File: config.mk
export PLATFORM = sky130hd
export DESIGN_NAME = svf_mixer
export DESIGN_NICKNAME = d
export VERILOG_FILES = /design/src/rtl/svf_pkg.sv /design/src/rtl/svf_sat.sv /design/src/rtl/svf_integrator.sv /design/src/rtl/svf_summer.sv /design/src/rtl/svf_out_stage.sv /design/src/rtl/svf_mixer.sv
export SDC_FILE = /design/constraint.sdc
export NUM_CORES = 2
export LEC_CHECK = 0
export ABC_AREA = 1
export BUFFER_PORTS_ARGS = -buffer_cell sky130_fd_sc_hd__buf_2
export CAP_MARGIN = 20
export CORE_UTILIZATION = 57
export DETAILED_ROUTE_END_ITERATION = 12
export PLACE_DENSITY = 0.74
export SYNTH_ARGS = -nofsm -noshare
export SYNTH_HDL_FRONTEND = slang
export SYNTH_SLANG_ARGS = --single-unit
File: constraint.sdc
create_clock -name clk -period 88.8 [get_ports clk]
set_input_delay 8.88 -clock clk [delete_from_list [all_inputs] [get_ports clk]]
set_output_delay 8.88 -clock clk [all_outputs]
set_load 0.02 [all_outputs]
File: src/rtl/svf_pkg.sv
package svf_pkg;

   // routing byte: resonance in 7:4, per-source filter select in 3:0
   typedef struct packed {
      logic [3:0] res;
      logic [3:0] to_filt;
   } svf_route_t;

   // mode byte: voice-3 direct mute, response enables, volume
   typedef struct packed {
      logic       mute3;
      logic       hp_en;
      logic       bp_en;
      logic       lp_en;
      logic [3:0] vol;
   } svf_mode_t;

   localparam int SVF_SRC_N = 4;
   localparam int SVF_VOICE_N = 3;

endpackage

File: src/rtl/svf_sat.sv
module svf_sat #(
   parameter int IN_W  = 24,
   parameter int OUT_W = 20
) (
   input  logic signed [IN_W-1:0]  d,
   output logic signed [OUT_W-1:0] q
);
   initial begin
      assert (IN_W >= OUT_W) else $error("svf_sat: IN_W below OUT_W");
   end

   generate
      if (IN_W == OUT_W) begin : g_pass
         assign q = d;
      end else begin : g_clamp
         localparam logic signed [IN_W-1:0] HI =
            {{(IN_W-OUT_W+1){1'b0}}, {(OUT_W-1){1'b1}}};
         localparam logic signed [IN_W-1:0] LO =
            {{(IN_W-OUT_W+1){1'b1}}, {(OUT_W-1){1'b0}}};
         always_comb begin
            if (d > HI)      q = HI[OUT_W-1:0];
            else if (d < LO) q = LO[OUT_W-1:0];
            else             q = d[OUT_W-1:0];
         end
      end
   endgenerate
endmodule

File: src/rtl/svf_integrator.sv
module svf_integrator #(
   parameter int STATE_W    = 20,
   parameter int COEF_W     = 11,
   parameter int COEF_SHIFT = 16
) (
   input  logic signed [STATE_W-1:0] state,
   input  logic signed [STATE_W-1:0] drive,
   input  logic        [COEF_W-1:0]  coef,
   output logic signed [STATE_W-1:0] next
);
   localparam int PW = STATE_W + COEF_W + 1;

   logic signed [PW-1:0] prod;
   logic signed [PW:0]   acc;

   always_comb begin
      prod = $signed({1'b0, coef}) * drive;
      acc  = state + (prod >>> COEF_SHIFT);
   end

   svf_sat #(.IN_W(PW+1), .OUT_W(STATE_W)) u_sat (.d(acc), .q(next));
endmodule

File: src/rtl/svf_summer.sv
module svf_summer #(
   parameter int STATE_W   = 20,
   parameter int RES_SHIFT = 3
) (
   input  logic signed [STATE_W-1:0] bp,
   input  logic signed [STATE_W-1:0] lp,
   input  logic signed [STATE_W-1:0] vin,
   input  logic        [3:0]         res,
   output logic signed [STATE_W-1:0] hp
);
   localparam int KW = STATE_W + 6;
   localparam int AW = STATE_W + 8;

   logic        [4:0]    kmul;
   logic signed [KW-1:0] kprod;
   logic signed [AW-1:0] acc;

   always_comb begin
      kmul  = 5'd16 - {1'b0, res};
      kprod = bp * $signed({1'b0, kmul});
      acc   = '0;
      acc   = acc - (kprod >>> RES_SHIFT) - lp - vin;
   end

   svf_sat #(.IN_W(AW), .OUT_W(STATE_W)) u_sat (.d(acc), .q(hp));
endmodule

File: src/rtl/svf_out_stage.sv
module svf_out_stage
   import svf_pkg::*;
#(
   parameter int STATE_W   = 20,
   parameter int OUT_W     = 16,
   parameter int VOL_SHIFT = 16
) (
   input  logic signed [STATE_W-1:0] dir_sum,
   input  logic signed [STATE_W-1:0] hp,
   input  logic signed [STATE_W-1:0] bp,
   input  logic signed [STATE_W-1:0] lp,
   input  svf_mode_t                 mode,
   output logic signed [OUT_W-1:0]   out
);
   localparam int MW    = STATE_W + 3;
   localparam int GW    = STATE_W + 5 + VOL_SHIFT + 1;
   localparam int RECIP = ((1 << VOL_SHIFT) - 1) / 15;
   localparam logic [VOL_SHIFT-1:0] RECIP_V = VOL_SHIFT'(RECIP);

   logic signed [MW-1:0]      mix_acc;
   logic signed [STATE_W-1:0] mix;
   logic signed [GW-1:0]      prod;
   logic signed [GW-1:0]      scaled;

   always_comb begin
      mix_acc = dir_sum;
      if (mode.hp_en) mix_acc = mix_acc + hp;
      if (mode.bp_en) mix_acc = mix_acc + bp;
      if (mode.lp_en) mix_acc = mix_acc + lp;
   end

   svf_sat #(.IN_W(MW), .OUT_W(STATE_W)) u_mix_sat (.d(mix_acc), .q(mix));

   always_comb begin
      prod   = mix * $signed({1'b0, mode.vol}) * $signed({1'b0, RECIP_V});
      scaled = prod >>> VOL_SHIFT;
   end

   svf_sat #(.IN_W(GW), .OUT_W(OUT_W)) u_out_sat (.d(scaled), .q(out));
endmodule

File: src/rtl/svf_mixer.sv
module svf_mixer
   import svf_pkg::*;
#(
   parameter int IN_W        = 16,
   parameter int STATE_W     = 20,
   parameter int COEF_W      = 11,
   parameter int COEF_SHIFT  = 16,
   parameter int VOICE_SHIFT = 2,
   parameter int VOICE_DC    = 256,
   parameter int RES_SHIFT   = 3,
   parameter int VOL_SHIFT   = 16,
   parameter int OUT_W       = 16
) (
   input  logic              clk,
   input  logic              rst_n,
   input  logic              cfg_we,
   input  logic [15:0]       cfg_data,
   input  logic              smp_valid,
   input  logic [IN_W-1:0]   voice1_in,
   input  logic [IN_W-1:0]   voice2_in,
   input  logic [IN_W-1:0]   voice3_in,
   input  logic [IN_W-1:0]   ext_in,
   input  logic [COEF_W-1:0] cutoff,
   output logic              out_valid,
   output logic [OUT_W-1:0]  out_sample
);
   localparam int ACC_W = STATE_W + 2;
   localparam logic signed [STATE_W-1:0] DC_V = STATE_W'(VOICE_DC);

   initial begin
      assert (STATE_W >= IN_W + 2) else $error("svf_mixer: STATE_W too narrow");
      assert (OUT_W <= STATE_W)    else $error("svf_mixer: OUT_W wider than state");
      assert (VOICE_DC < (1 << (STATE_W - 2))) else $error("svf_mixer: VOICE_DC too large");
   end

   svf_route_t route_q;
   svf_mode_t  mode_q;

   always_ff @(posedge clk) begin
      if (!rst_n) begin
         route_q <= '0;
         mode_q  <= '0;
      end else if (cfg_we) begin
         route_q <= svf_route_t'(cfg_data[7:0]);
         mode_q  <= svf_mode_t'(cfg_data[15:8]);
      end
   end

   // source conditioning
   logic [IN_W-1:0]           src_raw [SVF_SRC_N];
   logic signed [STATE_W-1:0] src_s   [SVF_SRC_N];

   assign src_raw[0] = voice1_in;
   assign src_raw[1] = voice2_in;
   assign src_raw[2] = voice3_in;
   assign src_raw[3] = ext_in;

   generate
      for (genvar i = 0; i < SVF_SRC_N; i++) begin : g_src
         logic signed [STATE_W-1:0] wide;
         assign wide = {{(STATE_W-IN_W){src_raw[i][IN_W-1]}}, src_raw[i]};
         if (i < SVF_VOICE_N) begin : g_voice
            assign src_s[i] = (wide >>> VOICE_SHIFT) + DC_V;
         end else begin : g_ext
            assign src_s[i] = wide >>> VOICE_SHIFT;
         end
      end
   endgenerate

   // routing
   logic signed [ACC_W-1:0]   filt_acc, dir_acc;
   logic signed [STATE_W-1:0] filt_sum, dir_sum;

   always_comb begin
      filt_acc = '0;
      dir_acc  = '0;
      for (int k = 0; k < SVF_SRC_N; k++) begin
         if (route_q.to_filt[k])
            filt_acc = filt_acc + ACC_W'(src_s[k]);
         else if (!(k == 2 && mode_q.mute3))
            dir_acc = dir_acc + ACC_W'(src_s[k]);
      end
   end

   svf_sat #(.IN_W(ACC_W), .OUT_W(STATE_W)) u_filt_sat (.d(filt_acc), .q(filt_sum));
   svf_sat #(.IN_W(ACC_W), .OUT_W(STATE_W)) u_dir_sat  (.d(dir_acc),  .q(dir_sum));

   // filter loop
   logic signed [STATE_W-1:0] hp_q, bp_q, lp_q;
   logic signed [STATE_W-1:0] hp_nx, bp_nx, lp_nx;
   logic signed [OUT_W-1:0]   out_nx;

   svf_integrator #(.STATE_W(STATE_W), .COEF_W(COEF_W), .COEF_SHIFT(COEF_SHIFT))
      u_int_lp (.state(lp_q), .drive(bp_q), .coef(cutoff), .next(lp_nx));

   svf_integrator #(.STATE_W(STATE_W), .COEF_W(COEF_W), .COEF_SHIFT(COEF_SHIFT))
      u_int_bp (.state(bp_q), .drive(hp_q), .coef(cutoff), .next(bp_nx));

   svf_summer #(.STATE_W(STATE_W), .RES_SHIFT(RES_SHIFT))
      u_summer (.bp(bp_nx), .lp(lp_nx), .vin(filt_sum), .res(route_q.res), .hp(hp_nx));

   svf_out_stage #(.STATE_W(STATE_W), .OUT_W(OUT_W), .VOL_SHIFT(VOL_SHIFT))
      u_out (.dir_sum(dir_sum), .hp(hp_nx), .bp(bp_nx), .lp(lp_nx),
             .mode(mode_q), .out(out_nx));

   always_ff @(posedge clk) begin
      if (!rst_n) begin
         hp_q       <= '0;
         bp_q       <= '0;
         lp_q       <= '0;
         out_sample <= '0;
         out_valid  <= 1'b0;
      end else begin
         out_valid <= smp_valid;
         if (smp_valid) begin
            hp_q       <= hp_nx;
            bp_q       <= bp_nx;
            lp_q       <= lp_nx;
            out_sample <= out_nx;
         end
      end
   end
endmodule

After elaboration in Yosys (flattened, before gate mapping)
Index checks and enable logic that the tools add are counted.
{ "totals": {"input_bits": 95, "ff_bits": 93, "elab_cells": 75, "out_inout_bits": 17} }
{ "op_classes": {"n_mux": 26, "addsub": 18, "order_cmp": 14, "mul": 5} }
{ "op_table": {"columns": ["operator", "count"], "rows": [
  ["two-way mux 20 bit", 12],
  ["two-way mux 22 bit", 9],
  ["adder 22 x 15 -> 22 bit", 4],
  ["two-way mux 23 bit", 3],
  ["multiplier 12 x 20 -> 32 bit", 2],
  ["adder 23 x 20 -> 23 bit", 2],
  ["adder 14 x 10 -> 15 bit, second input constant", 3],
  ["adder 22 x 14 -> 22 bit", 2],
  ["greater-than comparator 22 x 20 -> 1 bit, second input constant", 2],
  ["< comparator 22 x 20 -> 1 bit, second input constant", 2],
  ["adder 20 x 16 -> 21 bit", 2],
  ["greater-than comparator 21 x 20 -> 1 bit, second input constant", 2],
  ["< comparator 21 x 20 -> 1 bit, second input constant", 2],
  ["multiplier 25 x 14 -> 39 bit, second input constant", 1],
  ["two-way mux 16 bit", 2],
  ["greater-than comparator 28 x 20 -> 1 bit, second input constant", 1],
  ["< comparator 28 x 20 -> 1 bit, second input constant", 1],
  ["subtractor 28 x 20 -> 28 bit", 1],
  ["greater-than comparator 26 x 16 -> 1 bit, second input constant", 1],
  ["< comparator 26 x 16 -> 1 bit, second input constant", 1],
  ["multiplier 20 x 6 -> 26 bit", 1],
  ["multiplier 20 x 5 -> 25 bit", 1],
  ["subtractor 24 x 20 -> 25 bit", 1],
  ["subtractor 1 x 23 -> 24 bit, first input constant", 1],
  ["4 further kinds", 4]
]} }

Longest topological paths before layout
{ "logic_depth": {"word_depth": 29, "ltp_mapped": 182, "mapped_depth_nobuf": 176} }

By module
From an unflattened synthesis, not the netlist that was laid out.
{ "unflattened": {"cells_unflattened": 8209, "hier_area_um2": 51454.3} }
{ "by_module_without_submodules": {"columns": ["module", "seq_area_each_um2", "area_per_inst_um2", "cells_per_inst", "n_inst"], "rows": [
  ["svf_out_stage", 0.0, 12420.7, 2068, 1],
  ["svf_mixer", 1861.8, 11104.4, 1862, 1],
  ["svf_integrator at u_int_lp", 0.0, 9610.5, 1363, 1],
  ["svf_integrator at u_int_bp", 0.0, 9526.6, 1367, 1],
  ["svf_summer", 0.0, 6856.6, 1131, 1],
  ["svf_sat at u_int_bp.u_sat ...", 0.0, 317.8, 69, 2],
  ["svf_sat at u_dir_sat ...", 0.0, 220.2, 44, 2],
  ["svf_sat at u_out.u_out_sat", 0.0, 389.1, 88, 1],
  ["svf_sat at u_summer.u_sat", 0.0, 250.2, 56, 1],
  ["svf_sat at u_out.u_mix_sat", 0.0, 220.2, 48, 1]
]} }

Worst setup path after synthesis
OpenSTA, ideal clock, no wires.
{ "synth_timing": {"path_type": "input to register", "from": "input port cutoff[6]", "to": "register out_sample[5]", "path_slack_ps": 53227, "setup_time_ps": 122, "cell_stages": 171, "t_arrival_ps": 35451, "required_ps": 88678, "n_path_buf": 6, "path_cell_list": "clkbuf_1 > nand2_1 > fa_1 > inv_1 > fa_1 > fa_1 > fa_1 > inv_1 > fa_1 > inv_1 > ha_1 > a21oi_1 > o21ai_0 > a21oi_1 > o21ai_0 > a21o_1 > a21oi_1 > inv_1 > [... 135 more ...] > ha_1 > inv_1 > fa_1 > inv_1 > ha_1 > nand2_1 > nor4_1 > nand2_1 > o21ai_0 > nand2_1 > nand3_1 > xor2_1 > nor2_1 > nand4_1 > nand3_4 > buf_12 > nand2_2 > a21oi_2"} }
{ "synth_via": {"elab_chain_cells": 26, "elab_cells_between_ends": 36, "classes_between": "add/sub: 8; mul: 5; order compare: 10; mux: 13"} }
{ "synth_rtl": {"columns": ["element", "line", "source"], "rows": [
  ["from (decl)", "svf_mixer.sv:23", "input logic [COEF_W-1:0] cutoff,"],
  ["multiplier 12 x 20 -> 32 bit *", "svf_integrator.sv:17", "prod = $signed({1'b0, coef}) * drive;"],
  ["adder 20 x 16 -> 21 bit *", "svf_integrator.sv:18", "acc = state + (prod >>> COEF_SHIFT);"],
  ["< comparator 21 x 20 -> 1 bit", "svf_sat.sv:22", "else if (d < LO) q = LO[OUT_W-1:0];"],
  ["two-way mux 20 bit", "svf_sat.sv:22", null],
  ["two-way mux 20 bit *", "svf_sat.sv:21", "if (d > HI) q = HI[OUT_W-1:0];"],
  ["net bp_nx[19]", "svf_mixer.sv:90", "logic signed [STATE_W-1:0] hp_nx, bp_nx, lp_nx;"],
  ["multiplier 20 x 6 -> 26 bit *", "svf_summer.sv:20", "kprod = bp * $signed({1'b0, kmul});"],
  ["subtractor 1 x 23 -> 24 bit *", "svf_summer.sv:22", "acc = acc - (kprod >>> RES_SHIFT) - lp - vin;"],
  ["[... 5 more ...]", null, null],
  ["net hp_nx[0]", "svf_mixer.sv:90", null],
  ["[... 6 more ...]", null, null],
  ["< comparator 23 x 20 -> 1 bit", "svf_sat.sv:22", null],
  ["two-way mux 20 bit", "svf_sat.sv:22", null],
  ["two-way mux 20 bit *", "svf_sat.sv:21", null],
  ["multiplier 20 x 5 -> 25 bit *", "svf_out_stage.sv:35", "prod = mix * $signed({1'b0, mode.vol}) * $signed({1'b0, RECIP_V});"],
  ["multiplier 25 x 14 -> 39 bit *", "svf_out_stage.sv:35", null],
  ["< comparator 26 x 16 -> 1 bit", "svf_sat.sv:22", null],
  ["two-way mux 16 bit", "svf_sat.sv:22", null],
  ["two-way mux 16 bit *", "svf_sat.sv:21", null],
  ["to (signal assigned)", "svf_mixer.sv:119", "out_sample <= out_nx;"],
  ["to (decl)", "svf_mixer.sv:25", "output logic [OUT_W-1:0] out_sample"]
]} }
Mark *: on every way through the listed nets, which the timed path passes. The rest lies on a longest branch.
A chain may end at the register's enable or synchronous reset.

Worst setup path in the final report
{ "layout_timing": {"from": "input port cutoff[8]", "to": "register out_sample[4]"} }
Same word-level chain as after synthesis.

==> impl_metrics.toml <==
[sta]
fin_skew_ps = 30.81
fin_crit_sh = 0.4687
slew_headroom = 0.2996
fmax_mhz = 24.03
setup_viol = 0
fin_crit_ps = 41620
whs_ps = 466.5
setup_ws_ps = 47180
maxSlewViolCount = 0
worst_slew_pin_slew_ps = 1051
tns_ps = 0
finalHoldViolations = 0
grt_setup_unrepaired = "false"

[placement]
dp_slack_ps = 47210
gp_congestion = 0.9683
hpwl_um = 100400
io_buffers = 103

[cells_and_area]
fill_cells = 7551
diodes = 0
seq_area_sq_um = 1862
fin_nets = 7793
multi_input_area_sq_um = 37370
drive_gt1_frac = 0.04706
area_growth_pct = 3.196

[worst_hold_path]
hp-start = "out_sample[15]"
hold-path-cell-count = 2
hp-class = "reg -> reg"
whs_endpoint = "out_sample[15]"

[drt]
vias = 41120
firstDrtPassIters = 6
ant_nets = 0
viasPerCell = 5.430
wl_per_cell_um = 15.83
drt_iter0_markers = 2779
totalWireLength_um = 119900
drc = 0

[global_routing]
overflow = 0
grt_pass1_vias = 40450
grt_start_max_net_pins = 94
gr-usage-all-layers = 0.3050
grt_pass1_wl_um = 202000
antenna_found_initial = 1

[critical_path]
critPathSlowestCell = "buf_2"
r2r_slack_ps = 55620
max_stage_delay_ps = 760
cp.required_ps = 89070
reg2reg_depth = 166
r2r_start = "hp_q[7]"
crit_top_cell = "nand2_1"
worstPathMaxFanout = 76
worstSetupStartpointType = "input port"
r2r-end = "out_sample[4]"
critPathKind = "in -> reg"
cp-end-kind = "flop"
cp.arrival_ps = 41890

[synth]
synth_seq_area_share = 0.04110
yosysTopAreaCell = "fa_1"
syn_area_per_cell_sq_um = 6.882
synth_nets = 7856
synth_top_area_frac = 0.2431
synth_area_leaders = "fa_1 24%, ha_1 17%, nand2_1 13%, inv_1 11%, a21oi_1 5.4%"
synthArstFlopShare = 0
synthCells = 6581
mappedNetlistArea_sq_um = 45290
synth-edff-count = 0
ys_warn_count = 0
synth.most_common_cell = "nand2_1"
synth_flop_cell = "dfxtp_1"
synth_commonest_cells = "1514 x nand2_1, 1363 x inv_1, 630 x ha_1, 550 x fa_1, 487 x a21oi_1"
synth_seq_cells = 93
synth_cell_type_count = 66

[clock_network]
clockRootBuffer = "clkbuf_16"
clock_sinks = 93
htree_levels = 3
cts.path.max_buffers = 2
cts_tree = "built"
post_cts_buffers = 0
clkLatencyLatePin_ps = 430
cts-hold-fix-buffers = 0
cts_buffers = 9
clkTransAtPathRegs_ps = 80
cts.repair.resized = 0

[floorplanning]
core-area_sq_um = 78740
die_area_sq_um = 80590
ios = 112
initial_core_util = 0.5752
std_cell_rows = 103
die_x_um = 283.9
die_y_um = 283.9

[job]
cap_viol_max_count = 0

[run_status]
status = "finished clean"
[final cells by class]
cell class | instances | area share
inverter | 1389 | 0.1115
tap | 1050 | 0.02811
clock buffer | 9 | 0.004818
multi-input combinational | 4903 | 0.7995
timing repair buffer | 122 | 0.01413
clock inverter | 7 | 0.002088
sequential | 93 | 0.03983
[layout by cell type (no fill, tap or decap), types with 116 or more instances in the layout]
master and n:
nand3_1 242, ha_1 630, nor2_1 379, nand2_1 1514
a21oi_1 487, xor2_1 191, xnor2_1 116, inv_1 1363
o21ai_0 276, fa_1 550
[state kept, by name, indices dropped and copies added, names as in the netlist]
name / cells
bp_q: 20
hp_q: 20
lp_q: 20
out_sample: 16
mode_q: 8
route_q: 8
out_valid: 1
[per-stage QoR]
stage / util / std cells / cell area (sq um)
floorplan: - / 6581 / 45290
detailed placement: 0.5895 / 7557 / 46420
CTS: 0.5936 / 7573 / 46740
global route: 0.5936 / 7573 / 46740
finish: 0.5936 / 7573 / 46740
global placement: 0.5895 / 7557 / 46420
[how the worst max path moves through the flow]
stage | startpoint | endpoint | slack (ps)
after floorplan | cutoff[6] | out_sample[5] | 53230
after global routing | cutoff[8] | out_sample[2] | 44210
after global placement | cutoff[8] | out_sample[3] | 47360
after detailed placement | cutoff[8] | out_sample[3] | 47210
final | cutoff[8] | out_sample[4] | 47180
after CTS | cutoff[8] | out_sample[4] | 47520
[per-layer routing]
metal  global-route usage  vias to the layer above  wire, um
li1                     -                    20430         -
met1               0.3975                    19380     52430
met2               0.5275                     1114     56590
met3              0.03079                      195      6707
met4              0.09959                        0      4147
met5                    0                        -         0
[worst max-delay path, delay by kind of cell]
| kind | cells | cell delay (ps) |
|---|---|---|
| compound gates | 39 | 8000 |
| xor+xnor | 6 | 1000 |
| fa+ha+maj | 28 | 11660 |
| buf+inv | 21 | 3670 |
| simple gates | 73 | 8540 |
[cells by family after synthesis]
family	after synthesis	share of synthesized area
AOI/OAI and AO/OA	1061	0.1335
xor gates and xnor gates	307	0.05936
adders and majority gates	1180	0.4171
buffers and inverters	1585	0.1340
DFF	93	0.04111
muxes	1	0.0002210
other	1	0.00008279
and+or+nand+nor	2353	0.2146
Power is left out: the tool's default activity adds up to more than one toggle a clock period on the data nets, which glitch-free logic cannot reach.
